<file path="src/rtl/wdog_twostage.sv">
module wdog_twostage #(
  parameter int ADDR_W = 12,
  parameter int CNT_W  = 32
) (
  input  logic              clk,
  input  logic              rst_n,
  input  logic              psel,
  input  logic              penable,
  input  logic              pwrite,
  input  logic [ADDR_W-1:0] paddr,
  input  logic [31:0]       pwdata,
  output logic [31:0]       prdata,
  output logic              irq,
  output logic              wdog_rst
);
  localparam logic [ADDR_W-1:0] A_LOAD = ADDR_W'(12'h000);
  localparam logic [ADDR_W-1:0] A_CNT  = ADDR_W'(12'h004);
  localparam logic [ADDR_W-1:0] A_CTRL = ADDR_W'(12'h008);
  localparam logic [ADDR_W-1:0] A_ACK  = ADDR_W'(12'h00C);
  localparam logic [ADDR_W-1:0] A_RAW  = ADDR_W'(12'h010);
  localparam logic [ADDR_W-1:0] A_MSK  = ADDR_W'(12'h014);
  localparam logic [ADDR_W-1:0] A_KEY  = ADDR_W'(12'hC00);
  localparam logic [31:0]       KEY    = 32'h1ACCE551;

  logic [CNT_W-1:0] load_q, cnt_q;
  logic [1:0]       ctrl_q;
  logic             ris_q, unlocked;

  logic wr_en, wr_ok, wr_load, wr_ctrl, wr_ack, wr_key, expire;

  assign wr_en   = psel & penable & pwrite;
  assign wr_ok   = wr_en & unlocked;
  assign wr_load = wr_ok & (paddr == A_LOAD);
  assign wr_ctrl = wr_ok & (paddr == A_CTRL);
  assign wr_ack  = wr_ok & (paddr == A_ACK);
  assign wr_key  = wr_en & (paddr == A_KEY);
  assign expire  = ctrl_q[0] & (cnt_q == '0);

  always_ff @(posedge clk) begin
    if (!rst_n) begin
      load_q   <= '1;
      cnt_q    <= '1;
      ctrl_q   <= 2'b00;
      ris_q    <= 1'b0;
      unlocked <= 1'b1;
      wdog_rst <= 1'b0;
    end else begin
      if (wr_key)  unlocked <= (pwdata == KEY);
      if (wr_ctrl) ctrl_q   <= pwdata[1:0];
      if (wr_load) begin
        load_q <= pwdata[CNT_W-1:0];
        cnt_q  <= pwdata[CNT_W-1:0];
      end else if (wr_ack) begin
        cnt_q <= load_q;
        ris_q <= 1'b0;
      end else if (expire) begin
        cnt_q <= load_q;
        ris_q <= 1'b1;
        if (ris_q && ctrl_q[1]) wdog_rst <= 1'b1;
      end else if (ctrl_q[0]) begin
        cnt_q <= cnt_q - 1'b1;
      end
    end
  end

  assign irq = ris_q & ctrl_q[0];

  always_comb begin
    prdata = '0;
    unique case (paddr)
      A_LOAD:  prdata = 32'(load_q);
      A_CNT:   prdata = 32'(cnt_q);
      A_CTRL:  prdata = {30'b0, ctrl_q};
      A_RAW:   prdata = {31'b0, ris_q};
      A_MSK:   prdata = {31'b0, irq};
      A_KEY:   prdata = {31'b0, ~unlocked};
      default: prdata = '0;
    endcase
  end
endmodule


</file>
<file path="config.mk">
export PLATFORM = sky130hd
export DESIGN_NAME = wdog_twostage
export DESIGN_NICKNAME = d
export VERILOG_FILES = /design/src/rtl/wdog_twostage.sv
export SDC_FILE = /design/constraint.sdc
export NUM_CORES = 1
export LEC_CHECK = 0
export BUFFER_PORTS_ARGS = -buffer_cell sky130_fd_sc_hd__buf_2
export CORE_ASPECT_RATIO = 0.8
export CORE_MARGIN = 1
export CORE_UTILIZATION = 56
export DETAILED_ROUTE_END_ITERATION = 10
export GPL_ROUTABILITY_DRIVEN = 0
export PLACE_DENSITY = 0.83
export SLEW_MARGIN = 10
export SYNTH_ARGS = -nofsm -noshare
export SYNTH_HDL_FRONTEND = slang
export SYNTH_SLANG_ARGS = --single-unit
</file>
<file path="constraint.sdc">
create_clock -name clk -period 3.3 [get_ports clk]
set_input_delay 0.165 -clock clk [delete_from_list [all_inputs] [get_ports clk]]
set_output_delay 0.165 -clock clk [all_outputs]
set_load 0.02 [all_outputs]
</file>
==> results of run 1 <==
## power breakdown
group	switching (uW)	internal (uW)
clock	324	425
combinational	56.0	34.9
sequential	0.0415	832
## state kept, by name, summed over array words and instances, names as in the netlist
| register | cells |
|---|---|
| load_q | 32 |
| cnt_q | 32 |
| wdog_rst | 1 |
| ctrl_q | 2 |
| ris_q | 1 |
| unlocked | 1 |
## Yosys cell counts, drive strengths merged, types with 2 or more instances
master,count
nand4,11
xor2,14
inv,5
o211ai,2
nor2,47
a21oi,36
dfxtp,69
o31ai,3
nor4b,3
and3,3
o32ai,2
a211o,2
nor3b,2
o22ai,4
nor3,18
nand2,92
nand3b,2
a22o,30
or3,3
o22a,2
a21boi,3
a221o,3
a221oi,14
and4,3
o21ai,10
a21o,5
buf,9
nor4,16
xnor2,7
nor4bb,2
nand3,37
a31oi,9
or4,9
and2,5
nand2b,6
clkbuf,27
## per-stage QoR
step | instances | instance area (sq um) | hold slack [ns] | util [%] | setup WS, ns
final | 699 | 4810 | 0.0511 | 68.8 | 0.407
after global routing | 699 | 4810 | 0.0571 | 68.8 | 0.264
after global placement | 683 | 4610 | 0.410 | 65.9 | 0.558
after detailed placement | 683 | 4610 | 0.412 | 65.9 | 0.480
after CTS | 699 | 4810 | 0.0440 | 68.8 | 0.459
after floorplan | 532 | 4120 | 0.285 | - | 0.561
## routing by layer
| metal | wire length [um] | vias to the layer above | share of wire [%] |
|---|---|---|---|
| li1 | - | 2142 | - |
| met1 | 5510 | 2183 | 42 |
| met2 | 5800 | 315 | 44 |
| met3 | 1470 | 37 | 11 |
| met4 | 294 | 0 | 2.3 |
| met5 | 0 | - | 0 |
## cell type report
| cell class | instances | share of cell area [%] |
|---|---|---|
| repair buffers | 100 | 11.3 |
| inverters | 5 | 0.390 |
| clock inverters | 4 | 1.51 |
| multi-input cells | 422 | 53.0 |
| clock buffers | 12 | 2.81 |
| flip-flops and latches | 69 | 28.7 |
| well taps | 87 | 2.26 |
## worst max-delay path: cells and delay by family (launching register included)
| family | cells | cell delay [ns] |
|---|---|---|
| simple gates | 2 | 1.22 |
| compound gates | 3 | 0.92 |
| flops | 1 | 0.39 |
| buf+inv | 1 | 0.25 |
## cells by family after synthesis
kind of cell | count (synthesis) | synth area share, %
AOI/OAI and AO/OA | 136 | 25.2
xor gates and xnor gates | 21 | 4.47
adders and majority gates | 1 | 0.304
buffers and inverters | 41 | 4.90
DFF | 69 | 33.6
and+or+nand+nor | 264 | 31.6
## worst max-delay path by stage
stage / startpoint / end / slack [ns]
final: cnt_q[11]$_SDFFE_PN1P_ / cnt_q[29]$_SDFFE_PN1P_ / 0.41
after global routing: cnt_q[0]$_SDFFE_PN1P_ / cnt_q[17]$_SDFFE_PN1P_ / 0.26
after CTS: cnt_q[11]$_SDFFE_PN1P_ / cnt_q[29]$_SDFFE_PN1P_ / 0.46
after detailed placement: cnt_q[11]$_SDFFE_PN1P_ / cnt_q[29]$_SDFFE_PN1P_ / 0.48
after global placement: cnt_q[11]$_SDFFE_PN1P_ / cnt_q[29]$_SDFFE_PN1P_ / 0.56
after floorplan: cnt_q[11]$_SDFFE_PN1P_ / cnt_q[6]$_SDFFE_PN1P_ / 0.56
==> results.sh, run 1 <==
export IMPL_worstMarginPinSlew_ns=0.966
export IMPL_remaining_drc_errors=14
export IMPL_wl_per_cell_um=18.7
export IMPL_routed_wl_um=13100
export IMPL_final_max_slew_violation_count=0
export IMPL_nets=657
export IMPL_grt_pass1_vias=4369
export IMPL_vias=4677
export IMPL_syn_nets=582
export IMPL_grt_busiest_layer="met2"
export IMPL_drive_gt1_share_pct=20.9
export IMPL_post_route_min_period_ns=2.89
export IMPL_area_growth_pct=17.0
export IMPL_period_share_pct=87.7
export IMPL_ys_ff_latch=69
export IMPL_viasPerCell=6.69
export IMPL_arrival_ns=3.14
export IMPL_cts_setup_buffers=0
export IMPL_drt_iter0_markers=360
export IMPL_multi_input_area_sq_um=2550
export IMPL_regToRegSetupSlack_ns=0.41
export IMPL_grt_util_met2_pct=55.6
export IMPL_insertion_delay_ns=0.36
export IMPL_netlist_instances=532
export IMPL_relSlewSlack_pct=35.6
export IMPL_cts_sinks=69
export IMPL_n_fill_cell=587
export IMPL_die_area_sq_um=7700
export IMPL_p_total_uw=1670
export IMPL_setup_tns_ns=0
export IMPL_start_util_pct=58.8
export IMPL_synth_top_area_share_pct=33.6
export IMPL_first_pass_iters=8
export IMPL_crit_fanout=8
export IMPL_rsz0062_at_grt="false"
export IMPL_leakagePower_uw=0.00199
export IMPL_clockBufferDepth=2
export IMPL_r2r_cells=6
export IMPL_power_density_nw_per_um2=347
export IMPL_min_path_type="in -> reg"
export IMPL_hold_violations=0
export IMPL_mostFrequentLayoutCells="nand2_1, buf_2, dfxtp_1"
export IMPL_clk_pin_slew_ns=0.07
export IMPL_min_delay_path_depth=3
export IMPL_grt_pass1_wl_um=21500
export IMPL_ir_drop_uv=281
export IMPL_final_setup_viol_count=0
export IMPL_cts_repair_resized=0
export IMPL_grt_start_max_net_pins=36
export IMPL_grt_antenna_before_repair=0
export IMPL_synth_area_top_cells="dfxtp_1, nand2_1, a22o_1"
export IMPL_cts_made_buffers=9
export IMPL_hold_end="load_q[21]$_SDFFE_PN1P_"
export IMPL_cts_tree="yes"
export IMPL_end_kind="flip-flop"
export IMPL_ctsHoldBuffers=0
export IMPL_syn_area_sq_um=4120
export IMPL_ys_warn_count=0
export IMPL_path_cells="or4_4 > or4_4 > o32ai_2 > buf_4 > a21oi_1 > a221o_1"
export IMPL_seqCellArea_sq_um=1380
export IMPL_synth_cell_types=61
export IMPL_ys_seq_area_share_pct=33.6
export IMPL_htree_levels=3
export IMPL_synth_edff_count=0
export IMPL_synth_top_cell_by_area="dfxtp_1"
export IMPL_synth_main_ff_cell="dfxtp_1"
export IMPL_die_h_um=78.7
export IMPL_core_sq_um=6990
export IMPL_r2r_end="cnt_q[29]$_SDFFE_PN1P_"
export IMPL_rr_startpoint="cnt_q[11]$_SDFFE_PN1P_"
export IMPL_grtUsageMet3_pct=10.1
export IMPL_async_flop_share_pct=0
export IMPL_use_met1_pct=44.8
export IMPL_crit_type="reg -> reg"
export IMPL_overflow=0
export IMPL_antennaDiodeCount=0
export IMPL_cts_root_buffer="clkbuf_8"
export IMPL_cp_slowest_cell="or4_4"
export IMPL_io_buffers=82
export IMPL_syn_area_per_cell_sq_um=7.74
export IMPL_detail_route_antenna_nets=0
export IMPL_num_rows=27
export IMPL_dp_hpwl_um=9010
export IMPL_status="finished, violations left"
export IMPL_ios=83
export IMPL_crit_path_start_kind="flip-flop"
export IMPL_path_common_cell="or4_4"
export IMPL_violations="DRC"
export IMPL_clock_fmax_ghz=0.346
export IMPL_clock_skew_final_ns=0.00633
export IMPL_track_usage_pct=35.1
export IMPL_maxCapViolations=0
export IMPL_max_stage_delay_ns=0.61
export IMPL_worstHoldStart="pwdata[21]"
export IMPL_required_ns=3.55
export IMPL_die_w_um=97.8
export IMPL_final_common_cell="nand2_1"
(Power assumes the default switching activity.)
==> run 2, diff against run 1 <==
CORE_ASPECT_RATIO = 1.75   (was 0.8)
==> run 2 against run 1 <==
Against the previous run: the flow now finishes without violations; register-to-register slack lost 0.06 ns; cell area rose by 1.5%; clock skew up 0.0013 ns; cell count fell by 0.14%; sequential power about the same; combinational power down 2%; critical path type unchanged; critical endpoint is now cnt_q[20]$_SDFFE_PN1P_; largest cell class unchanged.
==> results.sh, run 2 (same netlist as run 1, synthesis figures left out) <==
export IMPL_r2r_cells=7
export IMPL_remaining_drc_errors=0
export IMPL_period_share_pct=89.4
export IMPL_grt_pass1_wl_um=21100
export IMPL_crit_path_start_kind="flip-flop"
export IMPL_cts_root_buffer="clkbuf_16"
export IMPL_cts_setup_buffers=0
export IMPL_wl_per_cell_um=18.9
export IMPL_cts_repair_resized=0
export IMPL_leakagePower_uw=0.00202
export IMPL_grt_start_max_net_pins=36
export IMPL_min_path_type="in -> reg"
export IMPL_required_ns=3.54
export IMPL_clock_skew_final_ns=0.00762
export IMPL_final_max_slew_violation_count=0
export IMPL_track_usage_pct=36.4
export IMPL_io_buffers=82
export IMPL_ctsHoldBuffers=0
export IMPL_setup_tns_ns=0
export IMPL_grt_util_met2_pct=61.1
export IMPL_detail_route_antenna_nets=0
export IMPL_final_setup_viol_count=0
export IMPL_htree_levels=3
export IMPL_rsz0062_at_grt="false"
export IMPL_overflow=0
export IMPL_fin_util_pct=68.0
export IMPL_clockBufferDepth=2
export IMPL_dp_hpwl_um=9140
export IMPL_area_growth_pct=18.7
export IMPL_insertion_delay_ns=0.33
export IMPL_post_route_min_period_ns=2.95
export IMPL_clock_fmax_ghz=0.339
export IMPL_vias=4667
export IMPL_cts_made_buffers=9
export IMPL_routed_wl_um=13200
export IMPL_dpl_worst_slack_ns=0.430
export IMPL_maxCapViolations=0
export IMPL_relSlewSlack_pct=38.9
export IMPL_final_common_cell="nand2_1"
export IMPL_fin_hold_ws_ns=0.0702
export IMPL_cts_tree="yes"
export IMPL_status="complete, no violations"
export IMPL_die_area_sq_um=7710
export IMPL_final_setup_worst_slack_ns=0.351
export IMPL_ir_drop_uv=329
export IMPL_clk_pin_slew_ns=0.05
export IMPL_grt_busiest_layer="met2"
export IMPL_cts_sinks=69
export IMPL_hold_violations=0
export IMPL_die_h_um=115
export IMPL_nets=658
export IMPL_core_sq_um=7180
export IMPL_use_met1_pct=41.1
export IMPL_viasPerCell=6.69
export IMPL_power_density_nw_per_um2=366
export IMPL_first_pass_iters=5
export IMPL_grt_pass1_vias=4416
export IMPL_num_rows=41
export IMPL_grtUsageMet3_pct=6.25
export IMPL_ios=83
export IMPL_antennaDiodeCount=0
export IMPL_grt_antenna_before_repair=0
export IMPL_numPlacedInstances=683
export IMPL_end_kind="flip-flop"
export IMPL_arrival_ns=3.19
export IMPL_drive_gt1_share_pct=20.9
export IMPL_die_w_um=66.8
export IMPL_reg_largest_list="cnt_q (32), load_q (32), ctrl_q (2)"
export IMPL_crit_fanout=19
export IMPL_min_delay_path_depth=3
export IMPL_start_util_pct=57.3
export IMPL_stdcell_count=698
export IMPL_mostFrequentLayoutCells="nand2_1, buf_2, dfxtp_1"
export IMPL_drt_iter0_markers=567
export IMPL_crit_type="reg -> reg"
export IMPL_worstMarginPinSlew_ns=0.916
-- run 2: changes by cell type in the layout (fill, tap and decap cells not counted) --
cell        previous run  this run
clkbuf_16              0         9
clkbuf_8               9         1
bufinv_16              2         0
buf_12                 0         1
clkinv_2               1         2
clkinvlp_4             1         0
-- run 2: metal layers --
metal	wire length, um	part of all wire, %
met5	0	0
met4	622	4.7
met3	867	6.6
met2	6750	51
met1	4930	37
-- run 2: stage by stage --
| step | total power (uW) | instance area (sq um) |
|---|---|---|
| 2_1_floorplan | 883 | 4120 |
| 3_3_place_gp | 936 | 4620 |
| 3_5_place_dp | 939 | 4620 |
| 4_1_cts | 1790 | 4880 |
| 5_1_grt | 1830 | 4880 |
| 6_report | 1790 | 4880 |
-- run 2: worst paths after layout --
kind                                start                 endpoint  slack, ns
setup / recovery   cnt_q[11]$_SDFFE_PN1P_   cnt_q[20]$_SDFFE_PN1P_       0.35
hold / removal                 pwdata[25]  load_q[25]$_SDFFE_PN1P_       0.07
setup reg to reg   cnt_q[11]$_SDFFE_PN1P_   cnt_q[20]$_SDFFE_PN1P_       0.35
hold reg to reg   load_q[23]$_SDFFE_PN1P_  load_q[23]$_SDFFE_PN1P_       0.46
-- run 2: power breakdown --
group,switching [uW],total [uW],internal (uW)
Clock,341,863,522
Combinational,55.3,89.4,34.0
Sequential,0.0405,834,834
-- run 2: area by class of cell --
| type | instances | area, sq um |
|---|---|---|
| multi-input combinational | 422 | 2550 |
| fill | 616 | 2300 |
| sequential | 69 | 1380 |
| timing repair buffer | 101 | 566 |
| clock buffer | 13 | 250 |
| tap | 86 | 108 |
| inverter | 5 | 18.8 |
| clock inverter | 2 | 10.0 |
-- run 2: worst max-delay path, stage by stage (launching register included) --
cell	delay (ns)
dfxtp_1	0.37
or4_4	0.61
or4_4	0.62
o32ai_4	0.41
and2_1	0.33
buf_12	0.21
a221oi_2	0.07
o22ai_1	0.23
